<file path="config.mk">
export PLATFORM = sky130hd
export DESIGN_NAME = nlc_corrector
export DESIGN_NICKNAME = d
export VERILOG_FILES = /design/src/rtl/nlc_pkg.sv /design/src/rtl/nlc_coef_lms.sv /design/src/rtl/nlc_corr_rom.sv /design/src/rtl/nlc_recombine.sv /design/src/rtl/nlc_corrector.sv
export SDC_FILE = /design/constraint.sdc
export NUM_CORES = 1
export LEC_CHECK = 0
export ABC_CLOCK_PERIOD_IN_PS = 18650
export BUFFER_PORTS_ARGS = -buffer_cell sky130_fd_sc_hd__buf_2
export CAP_MARGIN = 20
export CORE_MARGIN = 2
export CORE_UTILIZATION = 55
export DETAILED_ROUTE_END_ITERATION = 6
export PLACE_DENSITY = 0.72
export SETUP_SLACK_MARGIN = 0.5
export SLEW_MARGIN = 20
export SYNTH_ARGS = -nofsm -noshare
export SYNTH_HDL_FRONTEND = slang
export SYNTH_HIERARCHICAL = 1
export SYNTH_SLANG_ARGS = --single-unit
</file>
<file path="constraint.sdc">
create_clock -name clk -period 18.65 [get_ports clk]
set_input_delay 3.73 -clock clk [delete_from_list [all_inputs] [get_ports clk]]
set_output_delay 3.73 -clock clk [all_outputs]
set_load 0.02 [all_outputs]
</file>
<file path="src/rtl/nlc_pkg.sv">
package nlc_pkg;
    localparam int COARSE_W_DEF = 3;
    localparam int BACK_W_DEF   = 10;
    localparam int DIST_W_DEF   = 8;
    localparam int ACC_W_DEF    = 12;
    localparam int IDX_W_DEF    = 4;

    typedef enum logic {
        UPD_MAGNITUDE = 1'b0,
        UPD_SIGN      = 1'b1
    } upd_mode_e;
endpackage

</file>
<file path="src/rtl/nlc_coef_lms.sv">
module nlc_coef_lms
    import nlc_pkg::*;
#(
    parameter int        DIST_W   = DIST_W_DEF,
    parameter int        ACC_W    = ACC_W_DEF,
    parameter int        IDX_W    = IDX_W_DEF,
    parameter int        STEP_SHL = 2,
    parameter int        ACC_INIT = 1024,
    parameter upd_mode_e MODE     = UPD_MAGNITUDE
) (
    input  logic              clk,
    input  logic              rst_n,
    input  logic              est_valid,
    input  logic [DIST_W-1:0] dist_h1,
    input  logic [DIST_W-1:0] dist_h2,
    output logic [IDX_W-1:0]  coef_index
);
    localparam int SUM_W = ACC_W + 2;
    localparam logic [ACC_W-1:0] ACC_MAX = {ACC_W{1'b1}};

    typedef struct packed {
        logic [ACC_W-1:0] acc;
    } lms_state_t;

    lms_state_t state_d, state_q;
    logic signed [DIST_W:0]  diff;
    logic signed [SUM_W-1:0] delta;
    logic signed [SUM_W-1:0] sum;

    assign diff = $signed({1'b0, dist_h2}) - $signed({1'b0, dist_h1});

    generate
        if (MODE == UPD_SIGN) begin : g_sign
            always_comb begin
                if (diff > 0)      delta = SUM_W'(1 <<< STEP_SHL);
                else if (diff < 0) delta = -SUM_W'(1 <<< STEP_SHL);
                else               delta = '0;
            end
        end else begin : g_mag
            assign delta = SUM_W'(diff) <<< STEP_SHL;
        end
    endgenerate

    always_comb begin
        state_d = state_q;
        sum     = $signed({2'b00, state_q.acc}) + delta;
        if (est_valid) begin
            if (sum < 0)                              state_d.acc = '0;
            else if (sum > $signed({2'b00, ACC_MAX})) state_d.acc = ACC_MAX;
            else                                      state_d.acc = sum[ACC_W-1:0];
        end
    end

    always_ff @(posedge clk) begin
        if (!rst_n) state_q.acc <= ACC_W'(ACC_INIT);
        else        state_q     <= state_d;
    end

    assign coef_index = state_q.acc[ACC_W-1 -: IDX_W];

    assert_hold_no_strobe_R6: assert property (@(posedge clk) disable iff (!rst_n)
        !est_valid |=> $stable(state_q.acc));
    assert_rise_monotone_R7: assert property (@(posedge clk) disable iff (!rst_n)
        (est_valid && dist_h2 > dist_h1) |=> state_q.acc >= $past(state_q.acc));
    assert_fall_monotone_R7: assert property (@(posedge clk) disable iff (!rst_n)
        (est_valid && dist_h2 < dist_h1) |=> state_q.acc <= $past(state_q.acc));
endmodule

</file>
<file path="src/rtl/nlc_corr_rom.sv">
module nlc_corr_rom
    import nlc_pkg::*;
#(
    parameter int BACK_W     = BACK_W_DEF,
    parameter int IDX_W      = IDX_W_DEF,
    parameter int CUBE_SHIFT = 24,
    parameter int CORR_W     = 14
) (
    input  logic                     clk,
    input  logic                     rst_n,
    input  logic                     rd_en,
    input  logic [IDX_W-1:0]         row_idx,
    input  logic [BACK_W-1:0]        col_code,
    output logic signed [CORR_W-1:0] corr
);
    localparam int R_W    = BACK_W + 1;
    localparam int CUBE_W = 3 * R_W;
    localparam int PROD_W = CUBE_W + IDX_W + 1;
    localparam logic signed [R_W-1:0] MID = R_W'(1 << (BACK_W - 1));

    typedef struct packed {
        logic signed [CORR_W-1:0] corr;
    } rom_state_t;

    rom_state_t state_d, state_q;
    logic signed [R_W-1:0]    r;
    logic signed [CUBE_W-1:0] cube;
    logic signed [PROD_W-1:0] prod;

    always_comb begin
        state_d = state_q;
        r       = $signed({1'b0, col_code}) - MID;
        cube    = CUBE_W'(r) * CUBE_W'(r) * CUBE_W'(r);
        prod    = PROD_W'(cube) * PROD_W'($signed({1'b0, row_idx}));
        if (rd_en) state_d.corr = CORR_W'(prod >>> CUBE_SHIFT);
    end

    always_ff @(posedge clk) begin
        if (!rst_n) state_q <= '0;
        else        state_q <= state_d;
    end

    assign corr = state_q.corr;

    assert_zero_row_R4: assert property (@(posedge clk) disable iff (!rst_n)
        (rd_en && row_idx == '0) |=> corr == '0);
    assert_centre_col_R4: assert property (@(posedge clk) disable iff (!rst_n)
        (rd_en && col_code == BACK_W'(1 << (BACK_W - 1))) |=> corr == '0);
endmodule

</file>
<file path="src/rtl/nlc_recombine.sv">
module nlc_recombine
    import nlc_pkg::*;
#(
    parameter int COARSE_W = COARSE_W_DEF,
    parameter int BACK_W   = BACK_W_DEF,
    parameter int CORR_W   = 14
) (
    input  logic                          clk,
    input  logic                          rst_n,
    input  logic                          mid_valid,
    input  logic [COARSE_W-1:0]           mid_coarse,
    input  logic [BACK_W-1:0]             mid_back,
    input  logic signed [CORR_W-1:0]      mid_corr,
    output logic                          out_valid,
    output logic [COARSE_W+BACK_W-2:0]    out_code
);
    localparam int OUT_W  = COARSE_W + BACK_W - 1;
    localparam int SUM_W  = OUT_W + 3;
    localparam int OFFSET = 1 << (BACK_W - 2);
    localparam logic [OUT_W-1:0] OUT_MAX = {OUT_W{1'b1}};

    typedef struct packed {
        logic             valid;
        logic [OUT_W-1:0] code;
    } out_state_t;

    out_state_t state_d, state_q;
    logic signed [SUM_W-1:0] raw;

    always_comb begin
        state_d       = state_q;
        raw           = $signed(SUM_W'(mid_coarse) << (BACK_W - 1))
                      + $signed(SUM_W'(mid_back))
                      - $signed(SUM_W'(OFFSET))
                      + SUM_W'(mid_corr);
        state_d.valid = mid_valid;
        if (mid_valid) begin
            if (raw < 0)                                      state_d.code = '0;
            else if (raw > $signed({3'b000, OUT_MAX}))        state_d.code = OUT_MAX;
            else                                              state_d.code = raw[OUT_W-1:0];
        end
    end

    always_ff @(posedge clk) begin
        if (!rst_n) state_q <= '0;
        else        state_q <= state_d;
    end

    assign out_valid = state_q.valid;
    assign out_code  = state_q.code;

    assert_clip_low_R9: assert property (@(posedge clk) disable iff (!rst_n)
        (mid_valid && raw < 0) |=> out_code == '0);
    assert_clip_high_R9: assert property (@(posedge clk) disable iff (!rst_n)
        (mid_valid && raw > $signed({3'b000, OUT_MAX})) |=> out_code == OUT_MAX);
endmodule

</file>
<file path="src/rtl/nlc_corrector.sv">
module nlc_corrector
    import nlc_pkg::*;
#(
    parameter int        COARSE_W   = COARSE_W_DEF,
    parameter int        BACK_W     = BACK_W_DEF,
    parameter int        DIST_W     = DIST_W_DEF,
    parameter int        ACC_W      = ACC_W_DEF,
    parameter int        IDX_W      = IDX_W_DEF,
    parameter int        STEP_SHL   = 2,
    parameter int        ACC_INIT   = 1024,
    parameter int        CUBE_SHIFT = 24,
    parameter upd_mode_e MODE       = UPD_MAGNITUDE
) (
    input  logic                       clk,
    input  logic                       rst_n,
    input  logic                       in_valid,
    input  logic [COARSE_W-1:0]        coarse_code,
    input  logic [BACK_W-1:0]          backend_code,
    input  logic                       est_valid,
    input  logic [DIST_W-1:0]          dist_h1,
    input  logic [DIST_W-1:0]          dist_h2,
    output logic                       out_valid,
    output logic [COARSE_W+BACK_W-2:0] out_code,
    output logic [IDX_W-1:0]           coef_index
);
    localparam int CORR_W = 3 * (BACK_W + 1) + IDX_W + 1 - CUBE_SHIFT;

    typedef struct packed {
        logic                valid;
        logic [COARSE_W-1:0] coarse;
        logic [BACK_W-1:0]   back;
    } align_t;

    align_t align_d, align_q;
    logic signed [CORR_W-1:0] corr;

    nlc_coef_lms #(
        .DIST_W(DIST_W), .ACC_W(ACC_W), .IDX_W(IDX_W),
        .STEP_SHL(STEP_SHL), .ACC_INIT(ACC_INIT), .MODE(MODE)
    ) u_lms (
        .clk(clk), .rst_n(rst_n), .est_valid(est_valid),
        .dist_h1(dist_h1), .dist_h2(dist_h2), .coef_index(coef_index)
    );

    nlc_corr_rom #(
        .BACK_W(BACK_W), .IDX_W(IDX_W), .CUBE_SHIFT(CUBE_SHIFT), .CORR_W(CORR_W)
    ) u_rom (
        .clk(clk), .rst_n(rst_n), .rd_en(in_valid),
        .row_idx(coef_index), .col_code(backend_code), .corr(corr)
    );

    always_comb begin
        align_d       = align_q;
        align_d.valid = in_valid;
        if (in_valid) begin
            align_d.coarse = coarse_code;
            align_d.back   = backend_code;
        end
    end

    always_ff @(posedge clk) begin
        if (!rst_n) align_q <= '0;
        else        align_q <= align_d;
    end

    nlc_recombine #(
        .COARSE_W(COARSE_W), .BACK_W(BACK_W), .CORR_W(CORR_W)
    ) u_comb (
        .clk(clk), .rst_n(rst_n), .mid_valid(align_q.valid),
        .mid_coarse(align_q.coarse), .mid_back(align_q.back), .mid_corr(corr),
        .out_valid(out_valid), .out_code(out_code)
    );

    assert_latency_R2: assert property (@(posedge clk) disable iff (!rst_n)
        out_valid |-> $past(in_valid, 2));
endmodule

</file>
Yosys cells after proc, flatten, opt, wreduce, memory -nomap -nowiden
Index checks and enable logic that the tools add are counted.
Widths: inputs -> output; s select.
Storage, ports and cells
  bits in registers: 53
  input port bits: 33
  output and inout bits: 17
  logic and storage cells: 24
Operators by class
  add/sub/neg operators: 6
  multiply operators: 3
  $lt $le $gt $ge: 4
  mux-type cells: 4
Operators by type and width (count)
  $mux 12: 4
  $mul 33x5->38: 1
  $mul 22x11->33: 1
  $mul 11x11->22: 1
  $add 15x14->15: 1
  $gt 15x13->1 const B: 1
  $lt 15x1->1 const B: 1
  $sub 15x10->15 const B: 1
  $add 13x11->14: 1
  $gt 14x13->1 const B: 1
  $lt 14x1->1 const B: 1
  $add 12x10->13: 1
  $sub 10x10->11 const B: 1
  $sub 8x8->9: 1

Depth between registers and ports, before layout
  depth after elaboration: 6
  depth in mapped cells: 62

Cells and area by module
Netlist, hierarchy kept.
Modules (own cells, without submodules)
  nlc_corr_rom: times used 1, cells each 1909, area an instance 16544.6 µm², sequential area each 280.3 µm²
  nlc_recombine: times used 1, cells each 140, area an instance 1270.0 µm², sequential area each 260.2 µm²
  nlc_coef_lms: times used 1, cells each 146, area an instance 1266.2 µm², sequential area each 200.2 µm²
  nlc_corrector: times used 1, cells each 44, area an instance 534.3 µm², sequential area each 280.3 µm²

Least setup slack after synthesis
Ideal clock, no wire load.
  kind: input to register
  from: in backend_code[4]
  to: reg u_rom.state_q (netlist bit u_rom/corr[13])
  setup time: 0.070 ns
  data arrival time: 16.348 ns
  setup slack: 2.233 ns
  stages on the path: 54
  path buffers: 3
  cells stage by stage: clkbuf_1 > clkbuf_1 > nand2_1 > fa_1 > inv_1 > fa_1 > inv_1 > fa_1 > inv_1 > fa_1 > fa_1 > ha_1 > a21oi_1 > o21bai_1 > a21oi_1 > nor2b_1 > o21a_1 > o41a_1 > [18 not listed] > a21oi_1 > xnor2_1 > and2_1 > ha_1 > fa_1 > inv_1 > fa_1 > inv_1 > ha_1 > a21o_1 > a21o_1 > a21oi_1 > nor2b_1 > a211oi_1 > o21ai_1 > a31oi_1 > xnor3_1 > a21oi_1
On the way
  longest elaborated chain between the ends: 4
Ends and longest elaborated chain
  from (decl): line nlc_corrector.sv:18  | input logic [BACK_W-1:0] backend_code,
  $sub 10x10->11 *: line nlc_corr_rom.sv:32  | r = $signed({1'b0, col_code}) - MID;
  $mul 11x11->22: line nlc_corr_rom.sv:33  | cube = CUBE_W'(r) * CUBE_W'(r) * CUBE_W'(r);
  $mul 22x11->33 *: line nlc_corr_rom.sv:33
  $mul 33x5->38 *: line nlc_corr_rom.sv:34  | prod = PROD_W'(cube) * PROD_W'($signed({1'b0, row_idx}));
  to (signal assigned): line nlc_corr_rom.sv:40  | else state_q <= state_d;
  to (decl): line nlc_corr_rom.sv:25  | rom_state_t state_d, state_q;
Every way passes the cells marked *; elsewhere a longest branch is shown, timed or not.
A chain may end at the register's enable or synchronous reset.

Worst setup path in the final report
  from: in backend_code[9]
  to: reg u_rom.state_q (netlist bit u_rom/corr[13])
Same word-level chain as after synthesis.

==> impl_metrics.env <==
export IMPL_status="finished clean"
export IMPL_critPathCaptureType="flip-flop"
export IMPL_final_fill_count=3144
export IMPL_fp_dieH_um=192.9
export IMPL_area_delta_synth_final_pct=4.236
export IMPL_slew_violations=0
export IMPL_period_needed_ps=17450
export IMPL_grt_max_degree=44
export IMPL_grt_usage=0.2412
export IMPL_final_common_cell="inv_1"
export IMPL_hpwl_um=34440
export IMPL_avgSynthCellArea_um2=8.761
export IMPL_synthCells=2239
export IMPL_wirelength_um=41520
export IMPL_wire_per_inst_um=15.39
export IMPL_cp_slowest_stage_delay_ps=700
export IMPL_cts_hold_buf=0
export IMPL_htreeDepth=2
export IMPL_crit_type="input pin to flip-flop"
export IMPL_slew_headroom=0.2480
export IMPL_clk_pin_slew_worst_paths_ps=80
export IMPL_synth_flop_cell="dfxtp_1"
export IMPL_io_pins=50
export IMPL_syn_area_mm2=0.01962
export IMPL_synth_seq_area_share=0.05205
export IMPL_critPathSlowestCell="fa_1"
export IMPL_hold_slack_ps=480.6
export IMPL_core_mm2=0.03531
export IMPL_tns_ps=0
export IMPL_antenna_found_initial=0
export IMPL_hold_viol_final=0
export IMPL_cp_required_ps=18880
export IMPL_finalNetCount=2869
export IMPL_portBuffers=49
export IMPL_final_layout_size_suffix_gt1_frac=0.05633
export IMPL_grt_pass1_wl_um=72270
export IMPL_grt_pass1_vias=15390
export IMPL_dieArea_mm2=0.03719
export IMPL_ant_nets=0
export IMPL_ys_async_sr_fraction=0
export IMPL_cts_root_buf="clkbuf_16"
export IMPL_cts_sinks=51
export IMPL_cp_common_cell="fa_1"
export IMPL_synth_edff_count=0
export IMPL_grt_util_met1=0.3074
export IMPL_hold_path_class="flip-flop to flip-flop"
export IMPL_gp_congestion=0.9067
export IMPL_maxCapViolations=0
export IMPL_gr_usage_met2=0.4409
export IMPL_fmax_mhz=57.29
export IMPL_setup_viol=0
export IMPL_critPathLaunchType="input pin"
export IMPL_first_iter_violations=658
export IMPL_arrival_ps=17680
export IMPL_worst_path_buf_inv=13
export IMPL_netlist_cell_type_count=81
export IMPL_worst_pin_slew_ps=1120
export IMPL_dr_pass1_iters=5
export IMPL_ys_warnings_count=6
export IMPL_drc_errors=0
export IMPL_insertedDiodeCount=0
export IMPL_synth_nets=2872
export IMPL_via_per_inst=5.319
export IMPL_path_delay_family="adder cells"
export IMPL_fin_util=0.5790
export IMPL_grt_ovfl_total=0
export IMPL_busiest_layer="met2"
export IMPL_grt_use_met3=0.03091
export IMPL_numCtsBuffers=5
export IMPL_fin_crit_sh=0.9359
export IMPL_cts_tree="built"
export IMPL_initial_utilization=0.5555
export IMPL_die_w_um=192.9
export IMPL_clock_skew_ps=10.41
export IMPL_ctsLongestPathBuffers=2
export IMPL_layout_cells_most_common_list="inv_1, fa_1, ha_1, and2_1, nand2_1"
export IMPL_routed_via_count=14350
export IMPL_rows=69
export IMPL_clock_latency_ps=310
export IMPL_ys_seq_elements=51
export IMPL_crit_fanout=25
export IMPL_rsz0062_at_grt="false"
-- state kept, by name, summed over array words and instances (netlist names) --
register,flops
u_comb/out_valid,1
u_rom/corr,14
u_lms/state_q,10
align_q,14
u_comb/out_code,12
-- metrics by stage --
| step | worst slack [ps] | std cells | cell area [um2] |
|---|---|---|---|
| finish | 1196 | 2698 | 20450 |
| global route | 527.3 | 2698 | 20450 |
| CTS | 999.8 | 2697 | 20400 |
| detailed placement | 724.6 | 2689 | 20250 |
| global placement | 851.7 | 2689 | 20250 |
| floorplan | 2233 | 2239 | 19620 |
-- final timing paths --
kind,slack [ps],startpoint,cells after the start,endpoint
max reg2reg,13620,u_lms/state_q[10],19,u_rom/corr[10]
min reg2reg,480,u_lms/state_q[7],1,u_lms/state_q[7]
min,480,u_lms/state_q[7],1,u_lms/state_q[7]
max,1200,backend_code[9],50,u_rom/corr[13]
-- layer usage --
layer | part of all wire | wire length [um]
met5 | 0 | 0
met4 | 0.012 | 484
met3 | 0.042 | 1762
met2 | 0.52 | 21700
met1 | 0.42 | 17570
-- synth_stat cells (9+ instances only) --
cell type	instances	area [um2]
o21ai_0	30	150.1
a221o_1	19	190.2
clkbuf_1	73	274.0
dfxtp_1	51	1021
nand3_1	16	80.08
fa_1	366	7327
nor2_1	87	326.6
and3_1	11	68.82
xnor2_1	76	665.6
and2_1	193	1207
a21o_1	32	240.2
xor2_1	19	166.4
o21bai_1	11	82.58
a21oi_1	66	330.3
nand2_1	169	634.4
ha_1	234	2928
or2_2	12	75.07
o21a_1	12	90.09
mux2i_1	20	200.2
nand4_1	9	56.30
nor3_1	12	60.06
inv_1	547	2053
nand2b_1	15	93.84
nor2b_1	50	312.8
-- timing repair --
item                                   in CTS  in global routing
endpoints found under the hold margin       0                  0
setup endpoints to repair                   0                  4
resized for setup                           0                  9
buffers inserted                            0                  1
-- kinds of logic (layout without fill, tap and decap cells) --
logic type	after synthesis	count (layout)	share of synthesized area
xor gates and xnor gates	96	96	0.04357
other	1	1	0.0001912
muxes	21	21	0.01078
DFF	51	51	0.05205
AOI/OAI and AO/OA	242	242	0.08867
buffers and inverters	632	630	0.1236
adders and majority gates	602	602	0.5238
and+or+nand+nor	594	594	0.1574
-- cell type report --
type                       instances  area (um2)  share of cell area
multi-input combinational       1556       16190              0.7920
inverter                         549        2064              0.1010
sequential                        51        1021             0.04994
tap                              461       576.8             0.02821
timing repair buffer              73       439.2             0.02148
clock buffer                       5       125.1            0.006120
clock inverter                     3       26.28            0.001285
Power is not shown: default switching activity piles up to over one toggle a cycle in this logic, so the estimate is an artifact.
